===== src/rtl/link_bringup_pkg.sv =====
package link_bringup_pkg;

  typedef enum logic [2:0] {
    LS_IDLE  = 3'd0,
    LS_TRAIN = 3'd1,
    LS_FDOFF = 3'd2,
    LS_READY = 3'd3,
    LS_DATA  = 3'd4
  } lnk_state_e;

  typedef enum logic [1:0] {
    TXS_TRAIN = 2'b00,
    TXS_READY = 2'b01,
    TXS_DATA  = 2'b10
  } tx_sel_e;

  localparam logic [1:0] STAT_WAIT  = 2'b00;
  localparam logic [1:0] STAT_LOCAL = 2'b10;
  localparam logic [1:0] STAT_BOTH  = 2'b11;

endpackage


===== src/rtl/lbc_opt_hold.sv =====
module lbc_opt_hold #(
  parameter int SPEED_W = 2
) (
  input  logic               clk,
  input  logic               rst,
  input  logic               word20_i,
  input  logic [SPEED_W-1:0] speed_i,
  output logic               word20_q,
  output logic [SPEED_W-1:0] speed_q,
  output logic               opt_chg
);

  always_ff @(posedge clk) begin
    if (rst) begin
      word20_q <= 1'b0;
      speed_q  <= '0;
    end else begin
      word20_q <= word20_i;
      speed_q  <= speed_i;
    end
  end

  always_comb begin
    opt_chg = (word20_i != word20_q) || (speed_i != speed_q);
  end


  opt_follow_chk: assert property (@(posedge clk) disable iff (rst)
    1'b1 |=> (speed_q == $past(speed_i)) && (word20_q == $past(word20_i)));

endmodule


===== src/rtl/lbc_remote_qual.sv =====
module lbc_remote_qual #(
  parameter int QUAL_FRAMES = 2
) (
  input  logic clk,
  input  logic rst,
  input  logic clr_i,
  input  logic stb_i,
  input  logic rdy_i,
  output logic ok_o
);

  localparam int CW = $clog2(QUAL_FRAMES + 1);
  localparam logic [CW-1:0] QMAX = CW'(QUAL_FRAMES);

  logic [CW-1:0] cnt_q;

  always_ff @(posedge clk) begin
    if (rst || clr_i) begin
      cnt_q <= '0;
    end else if (stb_i) begin
      if (!rdy_i) begin
        cnt_q <= '0;
      end else if (cnt_q != QMAX) begin
        cnt_q <= cnt_q + 1'b1;
      end
    end
  end

  always_comb begin
    ok_o = (cnt_q == QMAX);
  end


  accept_on_strobe_chk: assert property (@(posedge clk) disable iff (rst)
    $rose(ok_o) |-> $past(stb_i && rdy_i));


  reject_resets_chk: assert property (@(posedge clk) disable iff (rst)
    (stb_i && !rdy_i) |=> !ok_o);

endmodule


===== src/rtl/lbc_seq_fsm.sv =====
module lbc_seq_fsm
  import link_bringup_pkg::*;
(
  input  logic       clk,
  input  logic       rst,
  input  logic       tx_lock_i,
  input  logic       rx_flock_i,
  input  logic       remote_ok_i,
  input  logic       opt_chg_i,
  output logic       qual_clr_o,
  output logic       rx_enable_o,
  output logic [1:0] status_o,
  output logic       fdet_off_o,
  output logic       active_o,
  output logic [1:0] tx_sel_o
);

  lnk_state_e state_q, state_d;
  logic       link_up;

  always_comb begin
    link_up = (state_q == LS_READY) || (state_q == LS_DATA);
    state_d = state_q;
    if (!tx_lock_i) begin
      state_d = LS_IDLE;
    end else if (state_q != LS_IDLE && !rx_flock_i) begin
      state_d = LS_TRAIN;
    end else if (link_up && opt_chg_i) begin
      state_d = LS_TRAIN;
    end else begin
      case (state_q)
        LS_IDLE:  state_d = LS_TRAIN;
        LS_TRAIN: if (rx_flock_i) state_d = LS_FDOFF;
        LS_FDOFF: state_d = LS_READY;
        LS_READY: if (remote_ok_i) state_d = LS_DATA;
        LS_DATA:  state_d = LS_DATA;
        default:  state_d = LS_IDLE;
      endcase
    end
  end

  always_comb begin
    qual_clr_o = !link_up;
  end

  always_ff @(posedge clk) begin
    if (rst) begin
      state_q     <= LS_IDLE;
      rx_enable_o <= 1'b0;
      status_o    <= STAT_WAIT;
      fdet_off_o  <= 1'b0;
      active_o    <= 1'b0;
      tx_sel_o    <= TXS_TRAIN;
    end else begin
      state_q     <= state_d;
      rx_enable_o <= (state_d != LS_IDLE);
      fdet_off_o  <= (state_d == LS_FDOFF) || (state_d == LS_READY) ||
                     (state_d == LS_DATA);
      active_o    <= (state_d == LS_READY) || (state_d == LS_DATA);
      case (state_d)
        LS_FDOFF: begin status_o <= STAT_LOCAL; tx_sel_o <= TXS_TRAIN; end
        LS_READY: begin status_o <= STAT_LOCAL; tx_sel_o <= TXS_READY; end
        LS_DATA:  begin status_o <= STAT_BOTH;  tx_sel_o <= TXS_DATA;  end
        default:  begin status_o <= STAT_WAIT;  tx_sel_o <= TXS_TRAIN; end
      endcase
    end
  end


  train_pattern_chk: assert property (@(posedge clk) disable iff (rst)
    (status_o == STAT_WAIT) |-> (tx_sel_o == TXS_TRAIN));


  data_pattern_chk: assert property (@(posedge clk) disable iff (rst)
    (status_o == STAT_BOTH) |-> (tx_sel_o == TXS_DATA));


  active_needs_fdoff_chk: assert property (@(posedge clk) disable iff (rst)
    active_o |-> fdet_off_o);


  fdoff_first_chk: assert property (@(posedge clk) disable iff (rst)
    $rose(active_o) |-> $past(fdet_off_o));


  rx_loss_chk: assert property (@(posedge clk) disable iff (rst)
    (!rx_flock_i && status_o != STAT_WAIT) |=>
      (status_o == STAT_WAIT && !active_o && !fdet_off_o));


  tx_loss_chk: assert property (@(posedge clk) disable iff (rst)
    !tx_lock_i |=> (!rx_enable_o && !active_o));

endmodule


===== src/rtl/link_bringup_ctrl.sv =====
module link_bringup_ctrl #(
  parameter int SPEED_W     = 2,
  parameter int QUAL_FRAMES = 2
) (
  input  logic               clk,
  input  logic               rst,
  input  logic               tx_lock_i,
  input  logic               rx_flock_i,
  input  logic               frame_stb_i,
  input  logic               far_rdy_i,
  input  logic               word20_i,
  input  logic [SPEED_W-1:0] speed_i,
  output logic               rx_enable_o,
  output logic [1:0]         status_o,
  output logic               fdet_off_o,
  output logic               active_o,
  output logic [1:0]         tx_sel_o,
  output logic               word20_o,
  output logic [SPEED_W-1:0] speed_o
);

  logic opt_chg;
  logic remote_ok;
  logic qual_clr;

  lbc_opt_hold #(.SPEED_W(SPEED_W)) u_opt (
    .clk      (clk),
    .rst      (rst),
    .word20_i (word20_i),
    .speed_i  (speed_i),
    .word20_q (word20_o),
    .speed_q  (speed_o),
    .opt_chg  (opt_chg)
  );

  lbc_remote_qual #(.QUAL_FRAMES(QUAL_FRAMES)) u_qual (
    .clk   (clk),
    .rst   (rst),
    .clr_i (qual_clr),
    .stb_i (frame_stb_i),
    .rdy_i (far_rdy_i),
    .ok_o  (remote_ok)
  );

  lbc_seq_fsm u_fsm (
    .clk         (clk),
    .rst         (rst),
    .tx_lock_i   (tx_lock_i),
    .rx_flock_i  (rx_flock_i),
    .remote_ok_i (remote_ok),
    .opt_chg_i   (opt_chg),
    .qual_clr_o  (qual_clr),
    .rx_enable_o (rx_enable_o),
    .status_o    (status_o),
    .fdet_off_o  (fdet_off_o),
    .active_o    (active_o),
    .tx_sel_o    (tx_sel_o)
  );


  reset_clears_chk: assert property (@(posedge clk)
    rst |=> (status_o == 2'b00 && !rx_enable_o && !active_o && !fdet_off_o));

endmodule


===== config.mk =====
export PLATFORM = sky130hd
export DESIGN_NAME = link_bringup_ctrl
export DESIGN_NICKNAME = d
export VERILOG_FILES = /design/src/rtl/link_bringup_pkg.sv /design/src/rtl/lbc_opt_hold.sv /design/src/rtl/lbc_remote_qual.sv /design/src/rtl/lbc_seq_fsm.sv /design/src/rtl/link_bringup_ctrl.sv
export SDC_FILE = /design/constraint.sdc
export NUM_CORES = 1
export LEC_CHECK = 0
export ABC_CLOCK_PERIOD_IN_PS = 1800
export BUFFER_PORTS_ARGS = -buffer_cell sky130_fd_sc_hd__buf_4
export CORE_AREA = 10 10 47 49
export DETAILED_ROUTE_END_ITERATION = 6
export DIE_AREA = 0 0 57 59
export PLACE_DENSITY_LB_ADDON = 0.15
export SETUP_SLACK_MARGIN = 0.05
export SLEW_MARGIN = 20
export SYNTH_ARGS = -nofsm -noshare
export SYNTH_HDL_FRONTEND = slang
export SYNTH_HIERARCHICAL = 1
export SYNTH_SLANG_ARGS = --single-unit

===== constraint.sdc =====
create_clock -name clk -period 1.8 [get_ports clk]
set_input_delay 0.27 -clock clk [delete_from_list [all_inputs] [get_ports clk]]
set_output_delay 0.27 -clock clk [all_outputs]
set_load 0.1 [all_outputs]

---- Yosys cells after proc, flatten, opt, wreduce, memory -nomap -nowiden ----
Cells that the tools add are included.
word-level totals
  bits of input ports ..................... 9
  logic and storage cells ................. 47
  bits in registers ....................... 15
  output and inout bits ................... 10
cells by class
  muxes and demuxes ....................... 10
  reductions and logical operators ........ 15
  add/sub/neg operators ................... 1
  eq/ne operators ......................... 12
operators with widths
  cell                 count
  $mux 3               5
  $pmux 3 s5           1
  $eq 3x2->1 const B   4
  $pmux 2 s2           2
  $eq 3x3->1 const B   2
  $logic_or 1x1->1     6
  $reduce_bool 3->1    2
  $mux 2               2
  $eq 3x1->1 const B   1
  $logic_not 3->1      1
  $add 2x1->2 const B  1
  $eq 2x2->1 const B   1
  $logic_and 1x1->1    2
  $logic_not 1->1      2
  $ne 2x1->1 const B   1
  $ne 2x2->1           1
  $ne 2x2->1 const B   1
  $reduce_and 2->1     1
  $reduce_or 2->1      1
  $ne 1x1->1           1

---- Depth between registers and ports, before layout ----
Gate-level depths: netlist (run 1).
  word-level depth ........................ 9
  depth in mapped cells ................... 5
  mapped depth without buffers ............ 5

---- Hierarchy ----
Netlist (run 1), hierarchy kept.
by module, submodules not included
  module           cells each  times used  area each (µm²)  seq. area each (µm²)
  lbc_seq_fsm      40          1           361.6            160.2
  lbc_remote_qual  12          1           113.9            40.0
  lbc_opt_hold     10          1           110.1            60.1

---- Worst setup path after synthesis (run 1) ----
Ideal clock, no wire load.
  kind .................................... flip-flop to flip-flop
  from .................................... reg u_opt.speed_q[0]
  to ...................................... reg u_fsm.state_q[0]
  stages on the path, launching flop included .. 6
  arrival ................................. 1.695 ns
  period minus slack after synthesis ...... 1.822 ns
  library setup time ...................... 0.127 ns
  path buffers ............................ 0
  data required time ...................... 1.673 ns
  setup slack ............................. -0.022 ns
  cell sequence ........................... dfxtp_1 -> xnor2_1 -> nand3_1 -> nand2b_1 -> a21oi_1 -> a311oi_1
between the ends
  word-level cells in the longest chain between the ends .. 6
ends and longest elaborated chain
  item                    line                     text
  start, declared         lbc_opt_hold.sv:9        output logic [SPEED_W-1:0] speed_q,
  start signal, assigned  lbc_opt_hold.sv:19       speed_q <= speed_i;
  $ne 2x2->1              lbc_opt_hold.sv:24       opt_chg = (word20_i != word20_q) || (speed_i != speed_q);
  $logic_or 1x1->1        lbc_opt_hold.sv:24
  via opt_chg             link_bringup_ctrl.sv:22  logic opt_chg;
  $logic_and 1x1->1       lbc_seq_fsm.sv:28        end else if (link_up && opt_chg_i) begin
  $mux 3                  lbc_seq_fsm.sv:28
  $mux 3                  lbc_seq_fsm.sv:26        end else if (state_q != LS_IDLE && !rx_flock_i) begin
  $mux 3                  lbc_seq_fsm.sv:24        if (!tx_lock_i) begin
  end signal, assigned    lbc_seq_fsm.sv:55        state_q <= state_d;
  end, declared           lbc_seq_fsm.sv:18        lnk_state_e state_q, state_d;
The timed path passes the listed nets, and every way through them passes these cells.
A chain may end at the register's enable or synchronous reset.

---- Final worst setup path (run 1) ----
  from .................................... reg u_fsm.state_q[0]
  to ...................................... reg u_qual.cnt_q[1]
between the ends
  word-level cells in the longest chain between the ends .. 4
  elaborated cells on any way between the ends .. 5
  classes of those cells .................. 2 x eq/ne; 3 x reduce/logical
ends and longest elaborated chain
  item                                      line                     text
  $eq 3x2->1 or $eq 3x3->1 (tied branches)  lbc_seq_fsm.sv:22        link_up = (state_q == LS_READY) || (state_q == LS_DATA);
  $logic_or 1x1->1 (*)                      lbc_seq_fsm.sv:22
  $logic_not 1->1 (*)                       lbc_seq_fsm.sv:43        qual_clr_o = !link_up;
  via qual_clr                              link_bringup_ctrl.sv:24  logic qual_clr;
  $logic_or 1x1->1 (*)                      lbc_remote_qual.sv:18    if (rst || clr_i) begin
  end signal, assigned                      lbc_remote_qual.sv:24    cnt_q <= cnt_q + 1'b1;
  end, declared                             lbc_remote_qual.sv:15    logic [CW-1:0] cnt_q;
Mark *: on every way through the listed nets, which the timed path passes. The rest lies on a longest branch.

==> metrics.csv, run 1 <==
stage,metric,value,unit
clock_network,clockRootBuffer,clkbuf_4,
job,cap_violations,0,
sta,relSlewSlack,0.7490,
placed_design,place.gp.congestion,0.6754,
global_route,top_usage_layer,met2,
critical_path,slowest_stage,or3b_1,
power_and_ir_drop,leakage,0.2901,nW
finish,num_antenna_cells,0,
global_route,grt_use_total,0.07676,
clock_network,path_clk_slew,0.08,ns
global_route,grt_first_pass_wirelength,2.056,mm
global_route,use_met1,0.08161,
route,vias,496,
route,post_drt_wl_per_cell,12.72,um
route,drc,0,
floorplan,rows,14,
hold_path,hold_path.class,primary input to flip-flop,
global_route,grt_pass1_vias,484,
critical_path,reg2reg_depth,4,
critical_path,critical_path_class,flip-flop to flip-flop,
critical_path,worstSetupEndpointType,flip-flop,
global_route,grt_max_degree,12,
critical_path,crit_chain,"nor2_1, a21oi_1, or3b_1, o22ai_1",
yosys,synth_top_cells_by_area,"dfxtp_1, nand3b_1, xnor2_1",
sta,max_freq,0.7027,GHz
global_route,grt_util_met2,0.1116,
clock_network,htreeDepth,1,
route,final_antenna_net_count,0,
global_route,antenna_found_initial,0,
floorplan,die-area,3363,um^2
hold_path,hp-start,rst,
critical_path,worst-path-max-fanout,7,
clock_network,cts.sinks,13,
route,via_per_inst,5.167,
sta,final.setup.tns,0,ns
floorplan,core,1401,um^2
yosys,synth-seq-area-share,0.4444,
sta,period_share,0.7905,
global_route,overflow,0,
clock_network,cts_buffer_depth,2,
yosys,synth_cell_types,27,
global_route,grtUsageMet3,0.04721,
sta,hold_violations,0,
critical_path,rrSetupSlack,0.38,ns
floorplan,initial_core_util,0.4179,
finish,layout-drive-gt1-share,0.3250,
clock_network,post_cts_buffers,0,
power_and_ir_drop,total_power,0.0005779,W
critical_path,startpoint_type,flip-flop,
critical_path,cp.arrival,1.62,ns
sta,setup_viol,0,
clock_network,cts_tree,yes,
hold_path,whs_path_depth,2,
sta,skew,0.001156,ns
critical_path,r2r_end,u_qual/cnt_q[1]$_SDFFE_PP0P_,
yosys,synthCells,62,
sta,finalCriticalPeriod,1.423,ns
yosys,syn_avg_cell_area,9.445,um^2
finish,fin_nets,91,
floorplan,die_w,57,um
hold_path,min_to,u_opt/word20_q$_SDFF_PP0_,
yosys,syn-num-nets,72,
yosys,ys_warn_count,6,
floorplan,die_h,59,um
placed_design,io_buffers,18,
sta,worstMarginPinSlew,0.3758,ns
critical_path,critPathMaxStageDelay,0.41,ns
sta,drv_slew,0,
clock_network,cts_resized,0,
yosys,syn_area,585.6,um^2
status,outcome,finished clean,
yosys,yosys.area.top_type_share,0.4444,
placed_design,dp_hpwl,943.4,um
route,first_pass_iters,4,
sta,rsz0062_at_grt,no,
route,drt_iter0_drc,11,
floorplan,pin_count,19,
power_and_ir_drop,ir_drop,0.3231,mV
critical_path,cp.required,2.00,ns
finish,area_growth,26.28,%
route,routed_wl,1.221,mm
clock_network,numCtsBuffers,3,
power_and_ir_drop,power_density,781.5,nW/um^2
yosys,ys_ff_latch,13,
yosys,yosysTopAreaCell,dfxtp_1,
clock_network,ctsHoldBuffers,0,
critical_path,r2r_start,u_fsm/state_q[0]$_SDFF_PP0_,
clock_network,clock_latency,0.27,ns
kinds of logic (layout without fill, tap and decap cells):
group | after synthesis | count (layout) | share of synthesized area
buffers and inverters | 6 | 24 | 0.06623
and+or+nand+nor | 26 | 26 | 0.2799
xor gates and xnor gates | 3 | 3 | 0.04488
AOI/OAI and AO/OA | 13 | 13 | 0.1432
DFF | 13 | 13 | 0.4444
adders and majority gates | 1 | 1 | 0.02136
stage by stage:
step | cell area (um^2) | hold slack, ns | cells | utilization | setup WS, ns
6_report | 739.5 | 0.2028 | 96 | 0.5277 | 0.3770
5_1_grt | 739.5 | 0.2111 | 96 | 0.5277 | 0.2534
4_1_cts | 739.5 | 0.1937 | 96 | 0.5277 | 0.3870
3_5_place_dp | 713.2 | 0.4892 | 92 | 0.5089 | 0.3994
3_3_place_gp | 713.2 | 0.4846 | 92 | 0.5089 | 0.3903
2_1_floorplan | 589.3 | 0.3342 | 62 | - | 0.1738
layout make-up:
cell class                      count  area (um^2)
Clock buffer                        4        26.28
Inverter                            2        7.507
Timing Repair Buffer               18        135.1
Multi-Input combinational cell     43        286.5
Sequential cell                    13        264.0
Fill cell                         145        661.9
Tap cell                           16        20.02
power breakdown:
| part | switching [W] | internal (W) |
|---|---|---|
| Clock | 0.0000890 | 0.0000857 |
| Sequential | 0.00000608 | 0.000295 |
| Combinational | 0.0000683 | 0.0000337 |
| Total | 0.000163 | 0.000415 |
per-layer routing:
layer / vias up / wire length (um)
met1: 218 / 528
met2: 19 / 531
li1: 257 / -
met5: - / 0
met3: 2 / 148
met4: 0 / 12
synth_stat cells (all sizes together):
cell,instances
or3,3
o211ai,1
nor3,4
o21bai,1
nand2b,3
nor2b,3
a21boi,1
and3b,1
o21ai,1
nor2,2
clkbuf,1
a31oi,2
a311oi,1
or3b,2
nand2,2
ha,1
xnor2,3
nand3b,5
a21oi,3
dfxtp,13
o22ai,2
nand3,1
inv,2
a22oi,1
buf,3
worst max-delay path: cells and delay by family (launching register included):
kind / cells / cell delay [ns]
AO/OA/AOI/OAI: 2 / 0.29
flip-flops: 1 / 0.38
AND/OR/NAND/NOR: 2 / 0.69
flip-flops by register name (all words and copies together) (netlist names):
register           cells
u_qual/cnt_q           2
u_fsm/active_o         1
u_fsm/status_o         1
u_fsm/state_q          3
u_opt/speed_q          2
u_fsm/rx_enable_o      1
u_opt/word20_q         1
u_fsm/tx_sel_o         2
how the worst max path moves through the flow:
stage	from	end	slack, ns
2_1_floorplan	u_fsm/status_o[1]$_SDFF_PP0_	status_o[1]	0.17
3_5_place_dp	u_fsm/state_q[0]$_SDFF_PP0_	u_qual/cnt_q[1]$_SDFFE_PP0P_	0.40
6_report	u_fsm/state_q[0]$_SDFF_PP0_	u_qual/cnt_q[1]$_SDFFE_PP0P_	0.38
5_1_grt	u_fsm/state_q[1]$_SDFF_PP0_	u_qual/cnt_q[1]$_SDFFE_PP0P_	0.25
4_1_cts	u_fsm/state_q[0]$_SDFF_PP0_	u_qual/cnt_q[1]$_SDFFE_PP0P_	0.39
3_3_place_gp	u_fsm/state_q[0]$_SDFF_PP0_	u_qual/cnt_q[1]$_SDFFE_PP0P_	0.39
cell usage in the layout, fill, tap and decap left out, types with 2 or more instances in the layout:
master    count
nor3_1        4
o22ai_1       2
a31oi_1       2
xnor2_1       3
nand3b_1      5
or3b_1        2
nor2b_1       3
clkbuf_4      3
nand2b_1      3
dfxtp_1      10
nor2_1        2
a21oi_1       3
inv_1         2
or3_1         3
buf_4        18
dfxtp_2       3
Power figures use the tool's default switching activity.
==> run 2, diff against run 1 <==
--- a/config.mk
+++ b/config.mk
@@ -5,11 +5,12 @@
 export SDC_FILE = /design/constraint.sdc
 export NUM_CORES = 1
 export LEC_CHECK = 0
-export ABC_CLOCK_PERIOD_IN_PS = 1800
+export ABC_AREA = 1
+export ABC_CLOCK_PERIOD_IN_PS = 1250
 export BUFFER_PORTS_ARGS = -buffer_cell sky130_fd_sc_hd__buf_4
-export CORE_AREA = 10 10 47 49
+export CORE_MARGIN = 10
+export CORE_UTILIZATION = 43
 export DETAILED_ROUTE_END_ITERATION = 6
-export DIE_AREA = 0 0 57 59
 export PLACE_DENSITY_LB_ADDON = 0.15
 export SETUP_SLACK_MARGIN = 0.05
 export SLEW_MARGIN = 20
==> constraint.sdc (replaced) <==
create_clock -name clk -period 1.25 [get_ports clk]
set_input_delay 0.1875 -clock clk [delete_from_list [all_inputs] [get_ports clk]]
set_output_delay 0.1875 -clock clk [all_outputs]
set_load 0.1 [all_outputs]
==> run 2 against run 1 <==
  * Routed wire length increased by 34%
  * Clock power increased by 50%
  * Count of clock-buffer cells in the layout unchanged
  * Design area increased by 28%
  * First-iteration DRC count unchanged
  * Sequential share of layout area decreased by 5.5 points
  * Combinational power increased by 100%
  * Maximum frequency increased by 19%
  * Largest cell class unchanged
  * Synthesized area increased by 12%
  * Global-route usage increased by 0.68 points
  * Critical path depth increased by 3
  * Utilization increased by 12 points
  * Highest routed layer unchanged
==> metrics.csv, run 2 <==
stage,metric,value,unit
clock_network,htreeDepth,1,
finish,largest_reg_flops,3,
global_route,grt_max_degree,8,
status,outcome,finished clean,
yosys,yosysMostFrequentCell,nand2_1,
yosys,synth_commonest_cells,"nand2_1, inv_1, dfxtp_1, nor2_1, nand3_1",
route,drt_iter0_drc,11,
route,drc,0,
floorplan,initial_core_util,0.4464,
critical_path,worstSetupEndpointType,flip-flop,
yosys,syn_area,656.9,um^2
floorplan,rows,14,
finish,num_antenna_cells,0,
global_route,grt_pass1_vias,525,
finish,design_area,947.2,um^2
finish,fin_nets,135,
yosys,ys_warn_count,6,
finish,area_growth,44.19,%
clock_network,ctsHoldBuffers,0,
global_route,grt_use_total,0.08351,
floorplan,die_w,59.09,um
critical_path,worst-path-max-fanout,6,
yosys,synth_top_flop_cell,dfxtp_1,
job,cap_violations,0,
sta,finalCriticalPeriod,1.195,ns
critical_path,cp.arrival,1.41,ns
route,post_drt_wl_per_cell,11.66,um
route,first_pass_iters,4,
sta,max_freq,0.8366,GHz
critical_path,critical_path_class,flip-flop to flip-flop,
sta,hold_violations,0,
clock_network,path_clk_slew,0.09,ns
route,via_per_inst,4.493,
sta,setup_viol,0,
hold_path,hold_path.class,primary input to flip-flop,
placed_design,place.gp.congestion,0.8073,
placed_design,io_buffers,18,
critical_path,startpoint_type,flip-flop,
placed_design,dp_hpwl,1.122,mm
route,met3_wirelength,81,um
yosys,yosys.area.top_type_share,0.3962,
floorplan,pin_count,19,
sta,worstMarginPinSlew,0.2825,ns
route,routed_wl,1.632,mm
clock_network,clockRootBuffer,clkbuf_4,
global_route,overflow,0,
sta,drv_slew,0,
critical_path,cp.required,1.47,ns
finish,mostFrequentLayoutCell,nand2_1,
sta,relSlewSlack,0.8132,
yosys,synth_cell_types,13,
global_route,antenna_found_initial,0,
yosys,synth_top_cells_by_area,"dfxtp_1, nand2_1, inv_1",
power_and_ir_drop,total_power,0.0009014,W
power_and_ir_drop,leakage,0.5195,nW
floorplan,die_h,59.09,um
yosys,syn_avg_cell_area,6.377,um^2
yosys,synth-seq-area-share,0.3962,
global_route,grt_first_pass_wirelength,2.221,mm
route,met1_length,686,um
yosys,ys_ff_latch,13,
clock_network,cts_tree,yes,
route,dr.max_layer_used,met4,
route,final_antenna_net_count,0,
finish,regMostFlops,u_fsm/state_q,
floorplan,die-area,3491,um^2
yosys,syn-num-nets,113,
sta,period_share,0.9563,
clock_network,numCtsBuffers,3,
sta,skew,0.009770,ns
yosys,synth_enable_flop_cells,0,
power_and_ir_drop,power_density,951.7,nW/um^2
finish,layout-drive-gt1-share,0.4919,
route,vias,629,
yosys,synthCells,103,
clock_network,cts_buffer_depth,2,
finish,mostFrequentLayoutCells,"nand2_1, buf_4, inv_1",
power_and_ir_drop,ir_drop,0.6008,mV
yosys,ys_async_sr_fraction,0,
route,routed-wl-met2,855,um
clock_network,clock_latency,0.28,ns
placed_design,placed_cell_area,815.8,um^2
floorplan,core,1471,um^2
sta,rsz0062_at_grt,yes,
yosys,yosysTopAreaCell,dfxtp_1,
clock_network,cts.sinks,13,
run 2: cell types whose count changed after synthesis, moves of 3 or more:
cell / previous run / this run
inv_1: 2 / 22
nor3_1: 4 / 0
nor2_2: 0 / 4
nor2b_1: 3 / 0
a21oi_1: 3 / 0
nand2b_1: 3 / 0
nand3_1: 1 / 10
or3_1: 3 / 0
nor2_1: 2 / 13
nand2_1: 1 / 32
nand3b_1: 5 / 0
run 2: power by group:
part	internal, W	total (W)	leakage (nW)	switching, W
combinational	0.0000619	0.000205	0.393	0.000143
clock	0.000124	0.000262	0.0150	0.000139
sequential	0.000420	0.000434	0.112	0.0000141
run 2: critical path, stage by stage, from the launching register on:
cell     delay (ns)
dfxtp_4        0.38
o21ai_0        0.22
nand3_2        0.14
nand2_2        0.11
nand2_2        0.05
nand2_2        0.08
nand3_2        0.08
nand2_1        0.06
run 2: through the flow:
stage,std cells,setup slack [ns],hold slack [ns],TNS (ns),util
after floorplan,103,0.0004552,0.2491,0,-
after global placement,135,0.03031,0.4022,0,0.5544
after detailed placement,135,0.01073,0.4038,0,0.5544
after CTS,139,0.03246,0.1018,0,0.5748
after global routing,140,-0.01044,0.08997,-0.02556,0.6437
final,140,0.05467,0.1103,0,0.6437
run 2: path summary, 6_finish.rpt:
kind	start	end	slack [ns]	depth (start not counted)
worst min register to register	u_qual/cnt_q[0]$_SDFFE_PP0P_	u_qual/cnt_q[0]$_SDFFE_PP0P_	0.55	3
worst max-delay path	u_fsm/state_q[0]$_SDFF_PP0_	u_fsm/active_o$_SDFF_PP0_	0.05	7
worst min-delay path	rst	u_opt/speed_q[0]$_SDFF_PP0_	0.11	2
worst max register to register	u_fsm/state_q[0]$_SDFF_PP0_	u_fsm/active_o$_SDFF_PP0_	0.05	7
run 2: area by class of cell:
class                           instances  area, um^2
Inverter                               24       90.09
Timing Repair Buffer                   19       142.6
Sequential cell                        13       286.5
Fill cell                             141       524.3
Clock buffer                            4       26.28
Multi-Input combinational cell         64       381.6
Tap cell                               16       20.02
run 2: cells by family (layout without fill, tap and decap cells):
kind of cell,after synthesis,count (layout),synth area share
buf+inv,26,47,0.1600
simple gates,61,61,0.4038
xor+xnor,1,1,0.01334
fa+ha+maj,1,1,0.01904
compound gates,1,1,0.007612
flops,13,13,0.3962
run 2: layer usage:
| layer | up-vias | global-route usage |
|---|---|---|
| li1 | 337 | - |
| met1 | 279 | 0.08384 |
| met2 | 11 | 0.1276 |
| met3 | 2 | 0.04506 |
| met4 | 0 | 0.06230 |
| met5 | - | 0 |
run 2: what timing repair did:
action,4_1_cts,5_1_grt
setup buffers,0,1
pin swaps,2,9
gates resized for setup,2,27
setup endpoints to repair,6,8
==> run 3, diff against run 2 <==
--- a/config.mk
+++ b/config.mk
@@ -5,11 +5,12 @@
 export SDC_FILE = /design/constraint.sdc
 export NUM_CORES = 1
 export LEC_CHECK = 0
-export ABC_AREA = 1
 export ABC_CLOCK_PERIOD_IN_PS = 1250
 export BUFFER_PORTS_ARGS = -buffer_cell sky130_fd_sc_hd__buf_4
+export CELL_PAD_IN_SITES_DETAIL_PLACEMENT = 0
+export CELL_PAD_IN_SITES_GLOBAL_PLACEMENT = 1
 export CORE_MARGIN = 10
-export CORE_UTILIZATION = 43
+export CORE_UTILIZATION = 31
 export DETAILED_ROUTE_END_ITERATION = 6
 export PLACE_DENSITY_LB_ADDON = 0.15
 export SETUP_SLACK_MARGIN = 0.05
==> run 3 against run 2 <==
  * Cell count fell by 20%
  * Sequential power fell by 2%
  * Critical path depth shrank 2
  * Critical endpoint is now u_fsm/state_q[1]$_SDFF_PP0_
  * Worst setup slack gained 0.011 ns
  * Routed wire length down 16%
  * Largest power group unchanged
==> metrics.csv, run 3 (synthesis gave the netlist of run 1 again) <==
stage,metric,value,unit
power_and_ir_drop,leakage,0.3578,nW
critical_path,startpoint_type,flip-flop,
critical_path,critical_path_class,flip-flop to flip-flop,
floorplan,die_h,63.46,um
critical_path,cp_top_family,simple AND/OR/NAND/NOR gates,
critical_path,path_depth,5,
finish,fin_nets,98,
sta,setup_viol,0,
sta,skew,0.008047,ns
floorplan,rows,15,
finish,layout-drive-gt1-share,0.5747,
critical_path,crit_path_start,u_opt/speed_q[0]$_SDFF_PP0_,
clock_network,path_clk_slew,0.08,ns
clock_network,cts_tree,yes,
clock_network,htreeDepth,1,
clock_network,numCtsBuffers,3,
critical_path,critPathMaxStageDelay,0.35,ns
global_route,grt_pass1_vias,520,
clock_network,clock_latency,0.27,ns
critical_path,cp.required,1.44,ns
floorplan,die-area,4027,um^2
route,drt_iter0_drc,8,
critical_path,worst-path-max-fanout,8,
global_route,antenna_found_initial,0,
sta,drv_slew,0,
job,cap_violations,0,
status,outcome,finished clean,
finish,stdcell_count,112,
hold_path,hold_path.class,primary input to flip-flop,
placed_design,dp.cells,107,
critical_path,slowest_stage,dfxtp_4,
sta,worstMarginPinSlew,0.2806,ns
finish,mostFrequentLayoutCells,"buf_4, nand3b_1, dfxtp_4",
sta,final.setup.tns,0,ns
global_route,grt_max_degree,9,
clock_network,clockRootBuffer,clkbuf_4,
floorplan,die_w,63.46,um
sta,max_freq,0.8444,GHz
power_and_ir_drop,ir_drop,0.5045,mV
critical_path,cp-endpoint,u_fsm/state_q[1]$_SDFF_PP0_,
finish,num_antenna_cells,0,
clock_network,cts_buffer_depth,2,
global_route,grt_use_total,0.06807,
sta,period_share,0.9475,
placed_design,io_buffers,18,
floorplan,initial_core_util,0.3319,
route,via_per_inst,4.723,
sta,hold_violations,0,
critical_path,reg2reg_depth,5,
route,post_drt_wl_per_cell,12.29,um
finish,mostFrequentLayoutCell,buf_4,
sta,rsz0062_at_grt,yes,
clock_network,ctsHoldBuffers,0,
critical_path,worstSetupEndpointType,flip-flop,
placed_design,place.gp.congestion,0.7371,
placed_design,dp_hpwl,1.087,mm
sta,relSlewSlack,0.8145,
critical_path,r2r_start,u_opt/speed_q[0]$_SDFF_PP0_,
route,vias,529,
power_and_ir_drop,power_density,974.3,nW/um^2
global_route,overflow,0,
finish,largest_reg_flops,3,
route,final_antenna_net_count,0,
critical_path,cp.arrival,1.38,ns
floorplan,core,1764,um^2
finish,area_growth,51.07,%
critical_path,rrSetupSlack,0.07,ns
route,first_pass_iters,4,
global_route,grt_first_pass_wirelength,2.325,mm
clock_network,cts.sinks,13,
critical_path,crit_chain,"xnor2_2, nand3_2, o211ai_1, nand3b_1, nor3_1",
route,drc,0,
finish,regMostFlops,u_fsm/state_q,
critical_path,timing.critical_path.buf_inv,0,
floorplan,pin_count,19,
sta,finalCriticalPeriod,1.184,ns
route,routed_wl,1.376,mm
critical_path,r2r_end,u_fsm/state_q[1]$_SDFF_PP0_,
==> run 3: changes by cell type in the layout (fill, tap and decap cells not counted), sizes merged, moves of 5 or more <==
cell,delta
nand2,-30
inv,-22
nor2,-16
nand3,-10
buf,+6
nand3b,+5
==> run 3: layer usage <==
layer	vias up	GRT usage	wire length (um)
met3	2	0.03004	99
met1	240	0.08748	681
met4	0	0.02459	13
li1	272	-	-
met2	15	0.09673	582
met5	-	0	0
==> run 3: stage by stage <==
stage | power [W] | cell area [um^2] | hold WS (ns) | utilization | setup slack, ns
2_1_floorplan | 0.0005497 | 646.9 | 0.2494 | - | -0.003848
3_3_place_gp | 0.0006077 | 818.3 | 0.4048 | 0.4638 | 0.06562
3_5_place_dp | 0.0006081 | 818.3 | 0.4087 | 0.4638 | 0.06657
4_1_cts | 0.0008694 | 844.6 | 0.1164 | 0.4787 | 0.05544
5_1_grt | 0.0009088 | 884.6 | 0.1194 | 0.5014 | -0.005193
6_report | 0.0008618 | 884.6 | 0.1239 | 0.5014 | 0.06568
==> run 3: final cells by class <==
cell class / count / area, um^2
Multi-Input combinational cell: 43 / 347.8
Inverter: 2 / 7.507
Clock buffer: 4 / 26.28
Tap cell: 25 / 31.28
Sequential cell: 13 / 284.0
Fill cell: 183 / 879.6
Timing Repair Buffer: 25 / 187.7
==> run 3: worst min path at each step <==
stage | to | start | cells past startpoint
after floorplan | u_opt/speed_q[0]$_SDFF_PP0_ | rst | 1
final | u_opt/speed_q[0]$_SDFF_PP0_ | rst | 2
after detailed placement | u_opt/speed_q[0]$_SDFF_PP0_ | rst | 2
after CTS | u_opt/speed_q[0]$_SDFF_PP0_ | rst | 2
after global routing | u_opt/speed_q[0]$_SDFF_PP0_ | rst | 2
after global placement | u_opt/speed_q[0]$_SDFF_PP0_ | rst | 2
==> run 3: worst register-to-register path, stage by stage (launching register included) <==
cell and delay (ns):
dfxtp_4 0.35, xnor2_2 0.14, nand3_2 0.17, o211ai_1 0.21, nand3b_1 0.10, nor3_1 0.14
==> run 3: power breakdown <==
group	internal (W)	leakage (nW)	switching, W	total [W]
clock network	0.000123	0.0150	0.000135	0.000259
registers	0.000418	0.111	0.00000782	0.000426
logic	0.0000666	0.231	0.000111	0.000177
total	0.000608	0.358	0.000254	0.000862
==> run 3: what timing repair did <==
| item | CTS | global route |
|---|---|---|
| resized for setup | 1 | 9 |
| pin swaps | 0 | 11 |
| setup endpoints to repair | 1 | 7 |
| hold endpoints to repair | 0 | 0 |
| setup buffers | 0 | 1 |
